### src/rtl/pcm_tx_pkg.sv
// Package: shared types and timing helpers for the serial PCM transmitter.
// Assumes: timing values are given in picoseconds.
package pcm_tx_pkg;

    // Sequencer phases of one word transfer
    typedef enum logic [2:0] {
        ST_IDLE   = 3'd0,
        ST_LOW    = 3'd1,
        ST_HIGH   = 3'd2,
        ST_GAP    = 3'd3,
        ST_STROBE = 3'd4
    } tx_state_t;

    // Minimum receiver clock phase, data margin and strobe width
    localparam longint MIN_PHASE_PS  = 30000;
    localparam longint MIN_MARGIN_PS = 15000;
    localparam longint MIN_STROBE_PS = 40000;

    // Shortest bit period the receiver accepts for a given word length
    function automatic longint min_bit_ps(input int word_w);
        return (word_w >= 18) ? 64'd74100 : 64'd80000;
    endfunction

endpackage

### src/rtl/pcm_tx_timer.sv
// Module: down-counting phase timer.
// Loading value N-1 makes done rise after N cycles in the new phase.
// Assumes: load wins over counting; the counter rests at zero.
module pcm_tx_timer #(
    parameter int MAX_CYC = 16,
    localparam int CW     = $clog2(MAX_CYC + 1)
) (
    input  logic          clk,
    input  logic          rst_n,
    input  logic          load,
    input  logic [CW-1:0] load_val,
    output logic          done
);

    logic [CW-1:0] cnt_q;

    // Count down toward zero, or restart on load
    always_ff @(posedge clk) begin
        if (!rst_n)
            cnt_q <= '0;
        else if (load)
            cnt_q <= load_val;
        else if (cnt_q != '0)
            cnt_q <= cnt_q - 1'b1;
    end

    // Phase expires when the counter has reached zero
    always_comb done = (cnt_q == '0);

    // Without a load, a running count only moves downward
    p_timer_down_r4: assert property (@(posedge clk) disable iff (!rst_n)
        (!load && cnt_q != '0) |=> (cnt_q == $past(cnt_q) - 1'b1));

endmodule

### src/rtl/pcm_tx_shifter.sv
// Module: per-channel parallel-load shift register, MSB first.
// Assumes: load and shift are never asserted together; zeros fill from the bottom.
module pcm_tx_shifter #(
    parameter int WORD_W = 16
) (
    input  logic              clk,
    input  logic              rst_n,
    input  logic              load,
    input  logic              shift,
    input  logic [WORD_W-1:0] din,
    output logic              sout
);

    logic [WORD_W-1:0] sreg_q;

    // Capture the sample, or advance one bit toward the MSB
    always_ff @(posedge clk) begin
        if (!rst_n)
            sreg_q <= '0;
        else if (load)
            sreg_q <= din;
        else if (shift)
            sreg_q <= {sreg_q[WORD_W-2:0], 1'b0};
    end

    // Line always shows the current MSB
    always_comb sout = sreg_q[WORD_W-1];

    // With no control strobe, the register holds its contents
    p_hold_idle_r8: assert property (@(posedge clk) disable iff (!rst_n)
        (!load && !shift) |=> $stable(sreg_q));

    // Loading and shifting are exclusive
    p_ctl_excl_r3: assert property (@(posedge clk) disable iff (!rst_n)
        !(load && shift));

endmodule

### src/rtl/pcm_tx_ctrl.sv
// Module: word sequencer. It produces the bit-clock phases, the shift strobes,
// the post-word gap and the latch strobe, and it owns the input handshake.
// Assumes: HALF_CYC >= 1 and STROBE_CYC >= 1; bclk and latch_n are registered.
module pcm_tx_ctrl
    import pcm_tx_pkg::*;
#(
    parameter int WORD_W     = 16,
    parameter int HALF_CYC   = 10,
    parameter int STROBE_CYC = 11,
    localparam int TMAX      = (HALF_CYC > STROBE_CYC) ? HALF_CYC : STROBE_CYC,
    localparam int CW        = $clog2(TMAX + 1),
    localparam int BW        = $clog2(WORD_W + 1)
) (
    input  logic          clk,
    input  logic          rst_n,
    input  logic          s_valid,
    output logic          s_ready,
    input  logic          t_done,
    output logic          t_load,
    output logic [CW-1:0] t_val,
    output logic          sh_load,
    output logic          sh_shift,
    output logic          bclk,
    output logic          latch_n
);

    localparam logic [CW-1:0] HALF_LD   = CW'(HALF_CYC - 1);
    localparam logic [CW-1:0] STROBE_LD = CW'(STROBE_CYC - 1);
    localparam logic [BW-1:0] LAST_BIT  = BW'(WORD_W - 1);

    tx_state_t     state_q, state_d;
    logic [BW-1:0] bits_q;
    logic          bclk_q, latch_n_q;
    logic          accept;

    // Handshake completes only when idle
    always_comb begin
        s_ready = (state_q == ST_IDLE);
        accept  = s_valid && s_ready;
    end

    // Next phase, timer reload and shift-register controls
    always_comb begin
        state_d  = state_q;
        t_load   = 1'b0;
        t_val    = HALF_LD;
        sh_load  = 1'b0;
        sh_shift = 1'b0;
        unique case (state_q)
            ST_IDLE: if (accept) begin
                state_d = ST_LOW;
                t_load  = 1'b1;
                sh_load = 1'b1;
            end
            ST_LOW: if (t_done) begin
                state_d = ST_HIGH;
                t_load  = 1'b1;
            end
            ST_HIGH: if (t_done) begin
                state_d  = (bits_q == LAST_BIT) ? ST_GAP : ST_LOW;
                t_load   = 1'b1;
                sh_shift = 1'b1;
            end
            ST_GAP: if (t_done) begin
                state_d = ST_STROBE;
                t_load  = 1'b1;
                t_val   = STROBE_LD;
            end
            ST_STROBE: if (t_done) state_d = ST_IDLE;
            default: state_d = ST_IDLE;
        endcase
    end

    // Phase register and bits-sent counter
    always_ff @(posedge clk) begin
        if (!rst_n) begin
            state_q <= ST_IDLE;
            bits_q  <= '0;
        end else begin
            state_q <= state_d;
            if (accept)
                bits_q <= '0;
            else if (sh_shift)
                bits_q <= bits_q + 1'b1;
        end
    end

    // Registered link outputs, glitch-free by construction of the phases
    always_ff @(posedge clk) begin
        if (!rst_n) begin
            bclk_q    <= 1'b0;
            latch_n_q <= 1'b1;
        end else begin
            bclk_q    <= (state_d == ST_HIGH);
            latch_n_q <= (state_d != ST_STROBE);
        end
    end

    always_comb begin
        bclk    = bclk_q;
        latch_n = latch_n_q;
    end

    // The strobe starts only once every bit of the word has been shifted
    p_strobe_after_bits_r5: assert property (@(posedge clk) disable iff (!rst_n)
        $fell(latch_n_q) |-> (bits_q == BW'(WORD_W)));

    // Idle means quiet link lines
    p_idle_quiet_r9: assert property (@(posedge clk) disable iff (!rst_n)
        (state_q == ST_IDLE) |-> (latch_n_q && !bclk_q));

    // Clock and strobe never overlap
    p_no_overlap_r5: assert property (@(posedge clk) disable iff (!rst_n)
        !(bclk_q && !latch_n_q));

    // A strobe longer than one cycle does not end early
    if (STROBE_CYC > 1) begin : g_strobe_min
        p_strobe_width_r5: assert property (@(posedge clk) disable iff (!rst_n)
            $fell(latch_n_q) |=> !latch_n_q);
    end

endmodule

### src/rtl/pcm_serial_tx.sv
// Module: serial PCM transmitter top. It has one shift register per channel, a
// shared sequencer and timer, and elaboration checks of the receiver timing minima.
// Assumes: SYS_PERIOD_PS gives the real clock period; channel c is in s_data[c*WORD_W +: WORD_W].
module pcm_serial_tx
    import pcm_tx_pkg::*;
#(
    parameter int WORD_W        = 16,
    parameter int CHANNELS      = 2,
    parameter int SYS_PERIOD_PS = 4000,
    parameter int HALF_CYC      = 10,
    parameter int STROBE_CYC    = 11,
    localparam int TMAX         = (HALF_CYC > STROBE_CYC) ? HALF_CYC : STROBE_CYC,
    localparam int CW           = $clog2(TMAX + 1)
) (
    input  logic                       clk,
    input  logic                       rst_n,
    input  logic                       s_valid,
    output logic                       s_ready,
    input  logic [CHANNELS*WORD_W-1:0] s_data,
    output logic                       bclk,
    output logic [CHANNELS-1:0]        sdata,
    output logic                       latch_n
);

    localparam longint HALF_PS   = longint'(HALF_CYC) * SYS_PERIOD_PS;
    localparam longint STROBE_PS = longint'(STROBE_CYC) * SYS_PERIOD_PS;

    // Reject parameter sets that violate the receiver's timing limits
    if (HALF_PS < MIN_PHASE_PS || HALF_PS < MIN_MARGIN_PS) begin : g_bad_phase
        $error("pcm_serial_tx: bit-clock phase shorter than receiver minimum");
    end
    if (2 * HALF_PS < min_bit_ps(WORD_W)) begin : g_bad_period
        $error("pcm_serial_tx: bit period shorter than receiver minimum");
    end
    if (STROBE_PS < MIN_STROBE_PS) begin : g_bad_strobe
        $error("pcm_serial_tx: latch strobe shorter than receiver minimum");
    end
    if (CHANNELS < 1 || CHANNELS > 2 || WORD_W < 2) begin : g_bad_shape
        $error("pcm_serial_tx: unsupported channel count or word length");
    end

    logic          t_load, t_done, sh_load, sh_shift;
    logic [CW-1:0] t_val;

    pcm_tx_ctrl #(
        .WORD_W     (WORD_W),
        .HALF_CYC   (HALF_CYC),
        .STROBE_CYC (STROBE_CYC)
    ) ctrl_i (
        .clk      (clk),
        .rst_n    (rst_n),
        .s_valid  (s_valid),
        .s_ready  (s_ready),
        .t_done   (t_done),
        .t_load   (t_load),
        .t_val    (t_val),
        .sh_load  (sh_load),
        .sh_shift (sh_shift),
        .bclk     (bclk),
        .latch_n  (latch_n)
    );

    pcm_tx_timer #(
        .MAX_CYC (TMAX)
    ) timer_i (
        .clk      (clk),
        .rst_n    (rst_n),
        .load     (t_load),
        .load_val (t_val),
        .done     (t_done)
    );

    // One shift register per data line, all driven by the shared controls
    for (genvar c = 0; c < CHANNELS; c++) begin : g_chan
        pcm_tx_shifter #(
            .WORD_W (WORD_W)
        ) shifter_i (
            .clk   (clk),
            .rst_n (rst_n),
            .load  (sh_load),
            .shift (sh_shift),
            .din   (s_data[c*WORD_W +: WORD_W]),
            .sout  (sdata[c])
        );
    end

    // Data is frozen across a rising edge and throughout the high phase
    p_data_quiet_high_r3: assert property (@(posedge clk) disable iff (!rst_n)
        bclk |-> $stable(sdata));

    // Busy link means no new sample is offered the handshake
    p_ready_busy_r7: assert property (@(posedge clk) disable iff (!rst_n)
        (bclk || !latch_n) |-> !s_ready);

    // During the strobe every data line is back at zero
    p_zero_in_strobe_r9: assert property (@(posedge clk) disable iff (!rst_n)
        !latch_n |-> (sdata == '0));

    // A high phase longer than one cycle is never cut short
    if (HALF_CYC > 1) begin : g_phase_min
        p_high_min_r4: assert property (@(posedge clk) disable iff (!rst_n)
            $rose(bclk) |=> bclk);
    end

endmodule

### config.mk
export PLATFORM = sky130hd
export DESIGN_NAME = pcm_serial_tx
export DESIGN_NICKNAME = d
export VERILOG_FILES = /design/src/rtl/pcm_tx_pkg.sv /design/src/rtl/pcm_tx_timer.sv /design/src/rtl/pcm_tx_shifter.sv /design/src/rtl/pcm_tx_ctrl.sv /design/src/rtl/pcm_serial_tx.sv
export SDC_FILE = /design/constraint.sdc
export NUM_CORES = 1
export LEC_CHECK = 0
export ABC_CLOCK_PERIOD_IN_PS = 3300
export BUFFER_PORTS_ARGS = -buffer_cell sky130_fd_sc_hd__buf_2
export CAP_MARGIN = 20
export CORE_MARGIN = 3
export CORE_UTILIZATION = 55
export CTS_CLUSTER_DIAMETER = 150
export CTS_CLUSTER_SIZE = 8
export DETAILED_ROUTE_END_ITERATION = 7
export GPL_TIMING_DRIVEN = 1
export PLACE_DENSITY = 0.85
export SKIP_LAST_GASP = 1
export SYNTH_ARGS = -nofsm -noshare
export SYNTH_HDL_FRONTEND = slang
export SYNTH_HIERARCHICAL = 1
export SYNTH_SLANG_ARGS = --single-unit
### constraint.sdc
create_clock -name clk -period 3.3 [get_ports clk]
set_input_delay 0.66 -clock clk [delete_from_list [all_inputs] [get_ports clk]]
set_output_delay 0.66 -clock clk [all_outputs]
set_load 0.02 [all_outputs]
==> results of run 1 <==
==> cells in the mapped netlist (all sizes together) (3+ instances only) <==
master	number	area (um2)
a21oi	3	15.0
nand2	8	30.0
dfxtp	46	921
inv	9	33.8
nor2	8	30.0
ha	3	37.5
buf	12	133
nand3	3	15.0
nand2b	33	206
xnor2	3	26.3
o211a	31	310
mux2	31	417
clkbuf	5	28.8
o21ai	8	43.8
==> kinds of logic after synthesis <==
family / Yosys count
compound gates: 46
xor+xnor: 5
fa+ha+maj: 3
buf+inv: 26
flops: 46
mux: 33
other cells: 2
simple gates: 64
==> report_power, final <==
| group | total, mW | switching (mW) | internal (mW) |
|---|---|---|---|
| Sequential | 0.768 | 0.0882 | 0.680 |
| Combinational | 0.658 | 0.309 | 0.349 |
| Clock | 0.320 | 0.174 | 0.146 |
==> metrics by stage <==
step | worst slack (ns) | utilization (%) | std cells | hold WS (ns) | cell area, um2
2_1_floorplan | 1.18 | - | 225 | 0.471 | 2450
3_3_place_gp | 0.973 | 62.3 | 300 | 0.479 | 2580
3_5_place_dp | 0.876 | 62.3 | 300 | 0.491 | 2580
4_1_cts | 0.866 | 64.1 | 307 | 0.500 | 2660
5_1_grt | 0.722 | 64.1 | 307 | 0.527 | 2660
6_report | 0.857 | 64.1 | 307 | 0.502 | 2660
==> worst reg2reg max path: cells and delay by family, from the launching register on <==
family          cells  cell delay (ns)
mux                 1             0.37
flops               1             0.32
compound gates      1             0.21
simple gates        2             0.89
fa+ha+maj           1             0.19
buf+inv             2             0.36
==> layer usage <==
metal  vias up  GRT usage [%]  wire length (um)
met1       759           23.1              1890
met5         -              0                 0
met2        29           26.9              2060
met4         0           7.99                60
li1        851              -                 -
met3         4           3.44               149
==> area by class of cell <==
| type | count | area (um2) | share of cell area, % |
|---|---|---|---|
| multi-input cells | 153 | 1330 | 50.2 |
| flip-flops and latches | 46 | 921 | 34.7 |
| repair buffers | 42 | 230 | 8.67 |
| clock buffers | 7 | 76.3 | 2.87 |
| well taps | 50 | 62.6 | 2.36 |
| inverters | 9 | 33.8 | 1.27 |
==> flip-flops by register name, summed over array words and instances (netlist names) <==
signal,count
ctrl_i/latch_n,1
ctrl_i/state_q,3
timer_i/cnt_q,4
ctrl_i/bits_q,5
ctrl_i/bclk,1
g_chan.shifter_i/sreg_q,32
==> how the worst max path moves through the flow <==
stage | to | slack [ns]
final | g_chan[1].shifter_i/sreg_q[1] | 0.86
after global routing | g_chan[1].shifter_i/sreg_q[1] | 0.72
after CTS | g_chan[1].shifter_i/sreg_q[1] | 0.87
after detailed placement | g_chan[1].shifter_i/sreg_q[1] | 0.88
after global placement | g_chan[0].shifter_i/sreg_q[2] | 0.97
after floorplan | g_chan[0].shifter_i/sreg_q[10] | 1.18
==> flow_metrics.py, run 1 <==
metrics = {
    "status": {
        "run_status": "completed",
    },
    "logic_synthesis": {
        "muxShareOfSynthArea_pct": 17.8,
        "synth.avg_cell_area_um2": 10.9,
        "synth.net_count": 263,
        "combinational_family_with_the_most_area_after_synthesis": "multiplexers",
        "complex_gate_fraction_of_the_synthesized_area_pct": 16.3,
        "synth-async-reset-ratio_pct": 0,
        "ys_seq_area_share_pct": 37.6,
        "syn_inst": 225,
        "yosysWarningCount": 6,
        "netlist_area_um2": 2450,
        "synth_xor_xnor_area_share_pct": 1.79,
        "synth-adder-area-share_pct": 1.53,
        "synthSimpleGateAreaFrac_pct": 16.7,
        "synth_flop_cell": "dfxtp_1",
        "ys_types": 38,
        "synth-seq-cells": 46,
        "synth-edff-count": 0,
    },
    "cts": {
        "post_cts_resized": 0,
        "root_buf_cell": "clkbuf_8",
        "cts-buffers-inserted": 5,
        "holdBufCountCts": 0,
        "clk_pin_slew_worst_paths_ns": 0.08,
        "clock_insertion_delay_worst_skew_ns": 0.29,
        "cts_max_level": 2,
        "numClockSinks": 46,
        "tritoncts": "yes",
        "clock_path_buffers": 2,
        "cts.repair_timing.setup_buffer_count": 0,
    },
    "global_route": {
        "antenna_found_initial": 0,
        "globalRoute.totalOverflow": 0,
        "grt_pass1_wl_mm": 7.20,
        "grt_util_all_layers_pct": 17.3,
        "number_of_global_route_vias_before_repair": 1568,
        "maximum_number_of_pins_on_one_net_before_global_route_repair": 60,
    },
    "timing": {
        "layout_worst_path_cycle_share_pct": 74.0,
        "skew_ns": 0.00237,
        "timing.setup.tns_ns": 0,
        "timing_worst_slew_pin_value_ns": 0.906,
        "setup_repair_after_global_routing_missed_its_margin": "no",
        "timing.fmax_mhz": 409,
        "timing.final.max_slew_violations": 0,
        "setup_viol_count_final": 0,
        "period_needed_ns": 2.44,
        "total_count_of_hold_check_failures_in_the_final_report": 0,
        "timing.max_slew.rel_slack_pct": 39.6,
    },
    "drt": {
        "detailroute.via_count": 1643,
        "drc": 0,
        "drt_pass1_iterations": 4,
        "routed_wirelength_mm": 4.16,
        "via_per_inst": 5.35,
        "wire_per_inst_um": 13.6,
        "antenna_violating_nets_post_route": 0,
        "dr.first_iter.drc_count": 69,
    },
    "worst_setup_path": {
        "reg2reg_depth": 7,
        "critPathMaxStageDelay_ns": 0.50,
        "path_cells": "inv_1 > ha_1 > nor3b_4 > and4bb_2 > buf_12 > mux2_2 > o211a_1",
        "cp_max_fo": 30,
        "timing.critical_path.buf_inv": 2,
        "slowest_stage": "and4bb_2",
        "worst_r2r_startpoint": "timer_i/cnt_q[0]",
        "wp_data_required_ns": 3.48,
        "worst-setup-path-type": "reg -> reg",
        "critical_path_arrival_ns": 2.63,
        "crit_family": "simple AND/OR/NAND/NOR gates",
        "timing.reg2reg.setup_slack_ns": 0.86,
        "crit_path_end_kind": "flip-flop",
        "startpoint": "timer_i/cnt_q[0]",
        "crit_path_start_kind": "flip-flop",
        "worstSetupPathDepth": 7,
        "rr_endpoint": "g_chan[1].shifter_i/sreg_q[1]",
    },
    "cells_and_area": {
        "syn2layout_area_growth_pct": 8.48,
        "layout.cells.most_common": "dfxtp_1",
        "fill_cells": 349,
        "mostFrequentLayoutCells": "dfxtp_1, buf_2, nand2b_1",
        "layout.nets": 295,
        "final_layout_size_suffix_gt1_share_pct": 33.5,
        "antenna-diode-count": 0,
    },
    "hold_path": {
        "timing.hold.worst_path_depth": 2,
        "min_to": "ctrl_i/bits_q[4]",
        "holdCritStartpoint": "ctrl_i/bits_q[4]",
        "hold_path_class": "reg -> reg",
    },
    "power": {
        "vdd_drop_max_mv": 0.331,
        "power.leakage_nw": 1.38,
        "post-layout-total-power_mw": 1.75,
        "power_density_nw_per_um2": 657,
    },
    "floorplan": {
        "floorplan.die.width_um": 72.7,
        "design.portCount": 40,
        "rows": 23,
        "coreArea_um2": 4140,
        "initial_utilization_pct": 59.1,
        "fp.dieArea_um2": 5290,
        "die_height_um": 72.7,
    },
    "place": {
        "place.detailed.hpwl_mm": 2.92,
        "gp_congestion": 0.794,
        "buffer_ports.inserted": 39,
    },
    "flow_run": {
        "drv_cap": 0,
    },
}
Note: power is estimated with default switching activity, not from simulation.
==> inputs of run 2 (changes only) <==
--- a/config.mk
+++ b/config.mk
@@ -5,7 +5,8 @@
 export SDC_FILE = /design/constraint.sdc
 export NUM_CORES = 1
 export LEC_CHECK = 0
-export ABC_CLOCK_PERIOD_IN_PS = 3300
+export ABC_AREA = 1
+export ABC_CLOCK_PERIOD_IN_PS = 2440
 export BUFFER_PORTS_ARGS = -buffer_cell sky130_fd_sc_hd__buf_2
 export CAP_MARGIN = 20
 export CORE_MARGIN = 3
==> constraint.sdc (replaced) <==
create_clock -name clk -period 2.44 [get_ports clk]
set_input_delay 0.488 -clock clk [delete_from_list [all_inputs] [get_ports clk]]
set_output_delay 0.488 -clock clk [all_outputs]
set_load 0.02 [all_outputs]
==> flow_metrics.py, run 2 <==
metrics = {
    "logic_synthesis": {
        "netlist_area_um2": 2390,
        "ys_types": 21,
        "syn_inst": 358,
        "yosysWarningCount": 6,
        "synth_flop_cell": "dfxtp_1",
        "ys_seq_area_share_pct": 38.6,
        "synth_most_common_cell": "nand2_1",
        "synth.area.top_cells": "dfxtp_1, nand2_1, nand3_1",
        "synth-seq-cells": 46,
        "synthTopCellsByCount": "nand2_1, nand3_1, inv_1, dfxtp_1, a21oi_1",
        "synth.avg_cell_area_um2": 6.67,
        "post-synth-top-area-cell": "dfxtp_1",
        "synth.net_count": 396,
        "synth-async-reset-ratio_pct": 0,
        "synth_top_area_share_pct": 38.6,
        "synth-edff-count": 0,
    },
    "drt": {
        "routed_wirelength_mm": 4.62,
        "antenna_violating_nets_post_route": 0,
        "dr.first_iter.drc_count": 205,
        "via_per_inst": 4.99,
        "drc": 0,
        "wire_per_inst_um": 10.4,
        "drt_pass1_iterations": 5,
        "detailroute.via_count": 2205,
    },
    "floorplan": {
        "design.portCount": 40,
        "die_height_um": 71.9,
        "rows": 23,
        "fp.dieArea_um2": 5170,
        "floorplan.die.width_um": 71.9,
        "initial_utilization_pct": 58.5,
        "coreArea_um2": 4090,
    },
    "cts": {
        "holdBufCountCts": 0,
        "clk_pin_slew_worst_paths_ns": 0.08,
        "clock_path_buffers": 2,
        "cts.repair_timing.setup_buffer_count": 0,
        "numClockSinks": 46,
        "root_buf_cell": "clkbuf_8",
        "cts-buffers-inserted": 5,
        "clock_insertion_delay_worst_skew_ns": 0.30,
        "tritoncts": "yes",
        "cts_max_level": 2,
        "post_cts_resized": 0,
    },
    "global_route": {
        "groute.layer.met2.usage_pct": 32.4,
        "top_usage_layer": "met2",
        "globalRoute.totalOverflow": 0,
        "maximum_number_of_pins_on_one_net_before_global_route_repair": 36,
        "antenna_found_initial": 0,
        "grt_util_met1_pct": 23.3,
        "grt_pass1_wl_mm": 8.05,
        "number_of_global_route_vias_before_repair": 1956,
        "grt_util_all_layers_pct": 19.4,
        "grt.met3_usage_pct": 5.54,
    },
    "place": {
        "gp_congestion": 0.918,
        "buffer_ports.inserted": 39,
        "place.detailed.hpwl_mm": 3.20,
    },
    "hold_path": {
        "hold_path_class": "in -> reg",
        "min_to": "g_chan[1].shifter_i/sreg_q[0]",
        "timing.hold.worst_path_depth": 3,
        "holdCritStartpoint": "s_data[16]",
    },
    "cells_and_area": {
        "layout.cells.most_common": "nand2_1",
        "layout.nets": 429,
        "ff_latch_area_um2": 921,
        "syn2layout_area_growth_pct": 11.3,
        "fill_cells": 372,
        "antenna-diode-count": 0,
        "top_regs": "g_chan.shifter_i/sreg_q x32, ctrl_i/bits_q x5, timer_i/cnt_q x4",
        "mostFrequentLayoutCells": "nand2_1, nand3_1, inv_1",
        "register_with_the_most_flip_flops": "g_chan.shifter_i/sreg_q",
        "number_of_flip_flops_in_the_largest_register": 32,
        "multi_input_logic_area_um2": 1130,
        "postLayoutCoreUtil_pct": 65.0,
        "final_layout_size_suffix_gt1_share_pct": 17.1,
    },
    "power": {
        "power_density_nw_per_um2": 1040,
        "vdd_drop_max_mv": 0.870,
        "internal_dissipation_mw": 1.62,
        "power.share.sequential_pct": 37.4,
        "part_of_the_total_power_dissipated_in_the_clock_network_pct": 20.1,
        "combinationalPowerShare_pct": 42.5,
        "switching_power_mw": 1.13,
        "power.leakage_nw": 1.47,
        "switching_share_pct": 41.1,
    },
    "worst_setup_path": {
        "critical_path_arrival_ns": 2.32,
        "timing.reg2reg.setup_slack_ns": 0.33,
        "rr_endpoint": "g_chan[1].shifter_i/sreg_q[8]",
        "reg2reg_depth": 12,
        "worst-setup-path-type": "reg -> reg",
        "cp_max_fo": 23,
        "crit_path_end_kind": "flip-flop",
        "worst_r2r_startpoint": "timer_i/cnt_q[0]",
        "crit_path_start_kind": "flip-flop",
        "wp_data_required_ns": 2.65,
    },
    "flow_run": {
        "drv_cap": 0,
    },
    "timing": {
        "timing.max_slew.rel_slack_pct": 55.1,
        "skew_ns": 0.00869,
        "timing.setup.tns_ns": 0,
        "setup_viol_count_final": 0,
        "period_needed_ns": 2.11,
        "layout_worst_path_cycle_share_pct": 86.5,
        "timing.fmax_mhz": 474,
        "setup_repair_after_global_routing_missed_its_margin": "no",
        "timing_worst_slew_pin_value_ns": 0.673,
        "timing.final.max_slew_violations": 0,
        "fin_hold_ws_ns": 0.431,
        "total_count_of_hold_check_failures_in_the_final_report": 0,
    },
    "status": {
        "run_status": "completed",
    },
}
run 2: routing by layer:
layer	wire [um]	share of wire [%]
met1	1970	43
met2	2220	48
met3	343	7.4
met4	80	1.7
met5	0	0
run 2: critical path: stages, from the launching register on:
cell and delay (ns):
dfxtp_1 0.33, inv_1 0.10, ha_1 0.25, nand2_1 0.10, nor2_1 0.29, nand2_2 0.15, nor2_8 0.25, buf_12 0.22
nor2_8 0.08, nand2_1 0.08, nand3_1 0.06, nand2_1 0.06, inv_1 0.04
run 2: layout make-up:
class,count,share of cell area (%)
Clock buffer,5,2.59
Timing Repair Buffer,42,8.66
Tap cell,50,2.35
Sequential cell,46,34.7
Clock inverter,3,1.51
Inverter,54,7.63
Multi-Input combinational cell,242,42.6
run 2: worst max-delay path by stage:
stage / startpoint / end / cells past startpoint
6_report: timer_i/cnt_q[0] / g_chan[1].shifter_i/sreg_q[8] / 12
5_1_grt: timer_i/cnt_q[0] / g_chan[1].shifter_i/sreg_q[1] / 12
4_1_cts: timer_i/cnt_q[0] / g_chan[1].shifter_i/sreg_q[8] / 12
3_5_place_dp: timer_i/cnt_q[0] / g_chan[1].shifter_i/sreg_q[8] / 12
3_3_place_gp: timer_i/cnt_q[0] / g_chan[0].shifter_i/sreg_q[15] / 12
2_1_floorplan: timer_i/cnt_q[0] / g_chan[0].shifter_i/sreg_q[10] / 13
run 2: kinds of logic (layout without fill, tap and decap cells):
kind of cell               count (synthesis)  after routing  synth area share [%]
xor gates and xnor gates                   2              2                 0.734
other                                      2              2                 0.314
adders and majority gates                  3              3                  1.57
DFF                                       46             46                  38.6
and+or+nand+nor                          218            218                  41.2
buffers and inverters                     70            104                  14.0
AOI/OAI and AO/OA                         17             17                  3.56
run 2: metrics by stage:
step	setup WS [ns]	instance area [um2]	cells	power, mW
after detailed placement	0.354	2550	434	2.21
after CTS	0.332	2660	442	2.77
after global placement	0.425	2550	434	2.17
after floorplan	0.588	2390	358	2.05
after global routing	0.103	2660	442	2.99
final	0.328	2660	442	2.75
run 2: power groups by stage:
stage	sequential [mW]	combinational [mW]	clock [mW]
finish	1.03	1.17	0.553
global route	1.05	1.35	0.598
CTS	1.03	1.17	0.572
detailed placement	1.04	1.16	0
global placement	1.04	1.13	0
floorplan	1.04	1.00	0
==> inputs of run 3 (changes only) <==
--- a/config.mk
+++ b/config.mk
@@ -5,17 +5,16 @@
 export SDC_FILE = /design/constraint.sdc
 export NUM_CORES = 1
 export LEC_CHECK = 0
-export ABC_AREA = 1
-export ABC_CLOCK_PERIOD_IN_PS = 2440
+export ABC_CLOCK_PERIOD_IN_PS = 1800
 export BUFFER_PORTS_ARGS = -buffer_cell sky130_fd_sc_hd__buf_2
 export CAP_MARGIN = 20
 export CORE_MARGIN = 3
-export CORE_UTILIZATION = 55
+export CORE_UTILIZATION = 51
 export CTS_CLUSTER_DIAMETER = 150
 export CTS_CLUSTER_SIZE = 8
 export DETAILED_ROUTE_END_ITERATION = 7
 export GPL_TIMING_DRIVEN = 1
-export PLACE_DENSITY = 0.85
+export PLACE_DENSITY = 0.83
 export SKIP_LAST_GASP = 1
 export SYNTH_ARGS = -nofsm -noshare
 export SYNTH_HDL_FRONTEND = slang
==> constraint.sdc (replaced) <==
create_clock -name clk -period 1.8 [get_ports clk]
set_input_delay 0.36 -clock clk [delete_from_list [all_inputs] [get_ports clk]]
set_output_delay 0.36 -clock clk [all_outputs]
set_load 0.02 [all_outputs]
==> flow_metrics.py, run 3 (same netlist as run 1, synthesis figures left out) <==
metrics = {
    "global_route": {
        "maximum_number_of_pins_on_one_net_before_global_route_repair": 22,
        "number_of_global_route_vias_before_repair": 1634,
        "globalRoute.totalOverflow": 0,
        "grt_pass1_wl_mm": 7.31,
        "grt_util_all_layers_pct": 17.0,
        "antenna_found_initial": 0,
    },
    "cells_and_area": {
        "layout.cells.most_common": "dfxtp_1",
        "post-route-cell-area_um2": 2870,
        "syn2layout_area_growth_pct": 17.2,
        "final_layout_size_suffix_gt1_share_pct": 40.1,
        "number_of_flip_flops_in_the_largest_register": 32,
        "antenna-diode-count": 0,
        "layout.nets": 309,
        "register_with_the_most_flip_flops": "g_chan.shifter_i/sreg_q",
        "mostFrequentLayoutCells": "dfxtp_1, buf_2, nand2b_1",
        "top_regs": "g_chan.shifter_i/sreg_q x32, ctrl_i/bits_q x5, timer_i/cnt_q x4",
    },
    "worst_setup_path": {
        "reg2reg_depth": 7,
        "slowest_stage": "dfxtp_2",
        "timing.critical_path.buf_inv": 2,
        "rr_endpoint": "g_chan[0].shifter_i/sreg_q[11]",
        "worst_r2r_startpoint": "timer_i/cnt_q[1]",
        "critPathMaxStageDelay_ns": 0.33,
        "crit_path_start_kind": "flip-flop",
        "path_cells": "inv_2 > ha_4 > nor3b_4 > and4bb_4 > buf_6 > mux2_4 > o211a_1",
        "worst-setup-path-type": "reg -> reg",
        "cp_max_fo": 8,
        "timing.reg2reg.setup_slack_ns": -0.03,
        "crit_path_end_kind": "flip-flop",
        "crit_family": "simple AND/OR/NAND/NOR gates",
        "wp_data_required_ns": 2.00,
        "critical_path_arrival_ns": 2.03,
    },
    "hold_path": {
        "holdCritStartpoint": "s_data[16]",
        "hold_path_class": "in -> reg",
        "min_to": "g_chan[1].shifter_i/sreg_q[0]",
        "timing.hold.worst_path_depth": 3,
    },
    "cts": {
        "root_buf_cell": "clkbuf_8",
        "holdBufCountCts": 0,
        "clk_pin_slew_worst_paths_ns": 0.09,
        "numClockSinks": 46,
        "cts-buffers-inserted": 5,
        "cts_max_level": 2,
        "clock_path_buffers": 2,
        "tritoncts": "yes",
        "clock_insertion_delay_worst_skew_ns": 0.30,
    },
    "status": {
        "run_status": "finished, violations left",
        "violations_in_the_final_reports": "negative setup slack",
    },
    "timing": {
        "timing.fmax_mhz": 546,
        "layout_worst_path_cycle_share_pct": 102,
        "timing.setup.tns_ns": -0.362,
        "period_needed_ns": 1.83,
        "setup_viol_count_final": 23,
        "total_count_of_hold_check_failures_in_the_final_report": 0,
        "skew_ns": 0.00660,
        "setup_repair_after_global_routing_missed_its_margin": "yes",
        "postLayoutSetupSlackWorst_ns": -0.0303,
        "timing.final.max_slew_violations": 0,
    },
    "place": {
        "place.detailed.hpwl_mm": 2.92,
        "gp_congestion": 0.837,
        "buffer_ports.inserted": 39,
        "dpl-instance-area_um2": 2700,
    },
    "floorplan": {
        "design.portCount": 40,
        "rows": 24,
        "die_height_um": 75.3,
        "floorplan.die.width_um": 75.3,
        "fp.dieArea_um2": 5670,
        "initial_utilization_pct": 54.4,
        "coreArea_um2": 4500,
    },
    "drt": {
        "drc": 0,
        "wire_per_inst_um": 14.2,
        "antenna_violating_nets_post_route": 0,
        "drt_pass1_iterations": 4,
        "routed_wirelength_mm": 4.61,
        "detailroute.via_count": 1719,
        "dr.first_iter.drc_count": 94,
        "via_per_inst": 5.31,
    },
    "power": {
        "power_density_nw_per_um2": 1270,
        "power.leakage_nw": 1.49,
        "vdd_drop_max_mv": 0.623,
    },
    "flow_run": {
        "drv_cap": 0,
    },
}
[run 3: worst max path at each step]
stage               slack (ns)                        endpoint  depth (start not counted)             start
floorplan                -0.26  g_chan[0].shifter_i/sreg_q[10]                          9  timer_i/cnt_q[1]
finish                   -0.03  g_chan[0].shifter_i/sreg_q[11]                          7  timer_i/cnt_q[1]
CTS                      -0.08   g_chan[0].shifter_i/sreg_q[3]                          8  timer_i/cnt_q[1]
detailed placement       -0.08   g_chan[1].shifter_i/sreg_q[3]                          7  timer_i/cnt_q[1]
global placement        -0.008  g_chan[1].shifter_i/sreg_q[13]                          7  timer_i/cnt_q[0]
global route             -0.12   g_chan[1].shifter_i/sreg_q[4]                          7  timer_i/cnt_q[1]
[run 3: power breakdown]
part / internal (mW) / leakage [nW] / total (mW) / switching [mW]
Sequential: 1.25 / 0.380 / 1.41 / 0.160
Combinational: 0.829 / 1.06 / 1.47 / 0.636
Clock: 0.415 / 0.0514 / 0.772 / 0.357
Total: 2.49 / 1.49 / 3.65 / 1.15
[run 3: layout make-up]
| type | count | area [um2] |
|---|---|---|
| clock buffers | 6 | 72.6 |
| clock inverters | 2 | 37.5 |
| fillers | 361 | 1630 |
| inverters | 9 | 33.8 |
| multi-input cells | 153 | 1390 |
| flip-flops and latches | 46 | 923 |
| well taps | 52 | 65.1 |
| repair buffers | 56 | 350 |
[run 3: per-layer routing]
metal | vias to the layer above | GRT usage, % | wire (um)
li1 | 875 | - | -
met1 | 798 | 20.0 | 2090
met2 | 37 | 28.8 | 2250
met3 | 9 | 4.75 | 171
met4 | 0 | 7.57 | 88
met5 | - | 0 | 0
[run 3: stage by stage]
stage	hold slack [ns]	util [%]	power, mW	instances	setup WS, ns
2_1_floorplan	0.469	-	2.51	225	-0.261
6_report	0.306	63.7	3.65	324	-0.0303
4_1_cts	0.301	64.3	3.67	327	-0.0816
3_5_place_dp	0.488	59.9	2.81	313	-0.0793
3_3_place_gp	0.478	59.9	2.77	313	-0.00839
5_1_grt	0.311	63.7	3.88	324	-0.117
[run 3: worst register-to-register path, stage by stage, from the launching register on]
cell and delay (ns):
dfxtp_2 0.33, inv_2 0.07, ha_4 0.13, nor3b_4 0.18
and4bb_4 0.32, buf_6 0.18, mux2_4 0.31, o211a_1 0.21
[run 3: what timing repair did]
item                                    CTS  global route
resized for setup                         3            12
pin swaps                                 0             1
endpoints found under the setup margin   31            41
setup buffers                             4             1
cloned                                    2             0
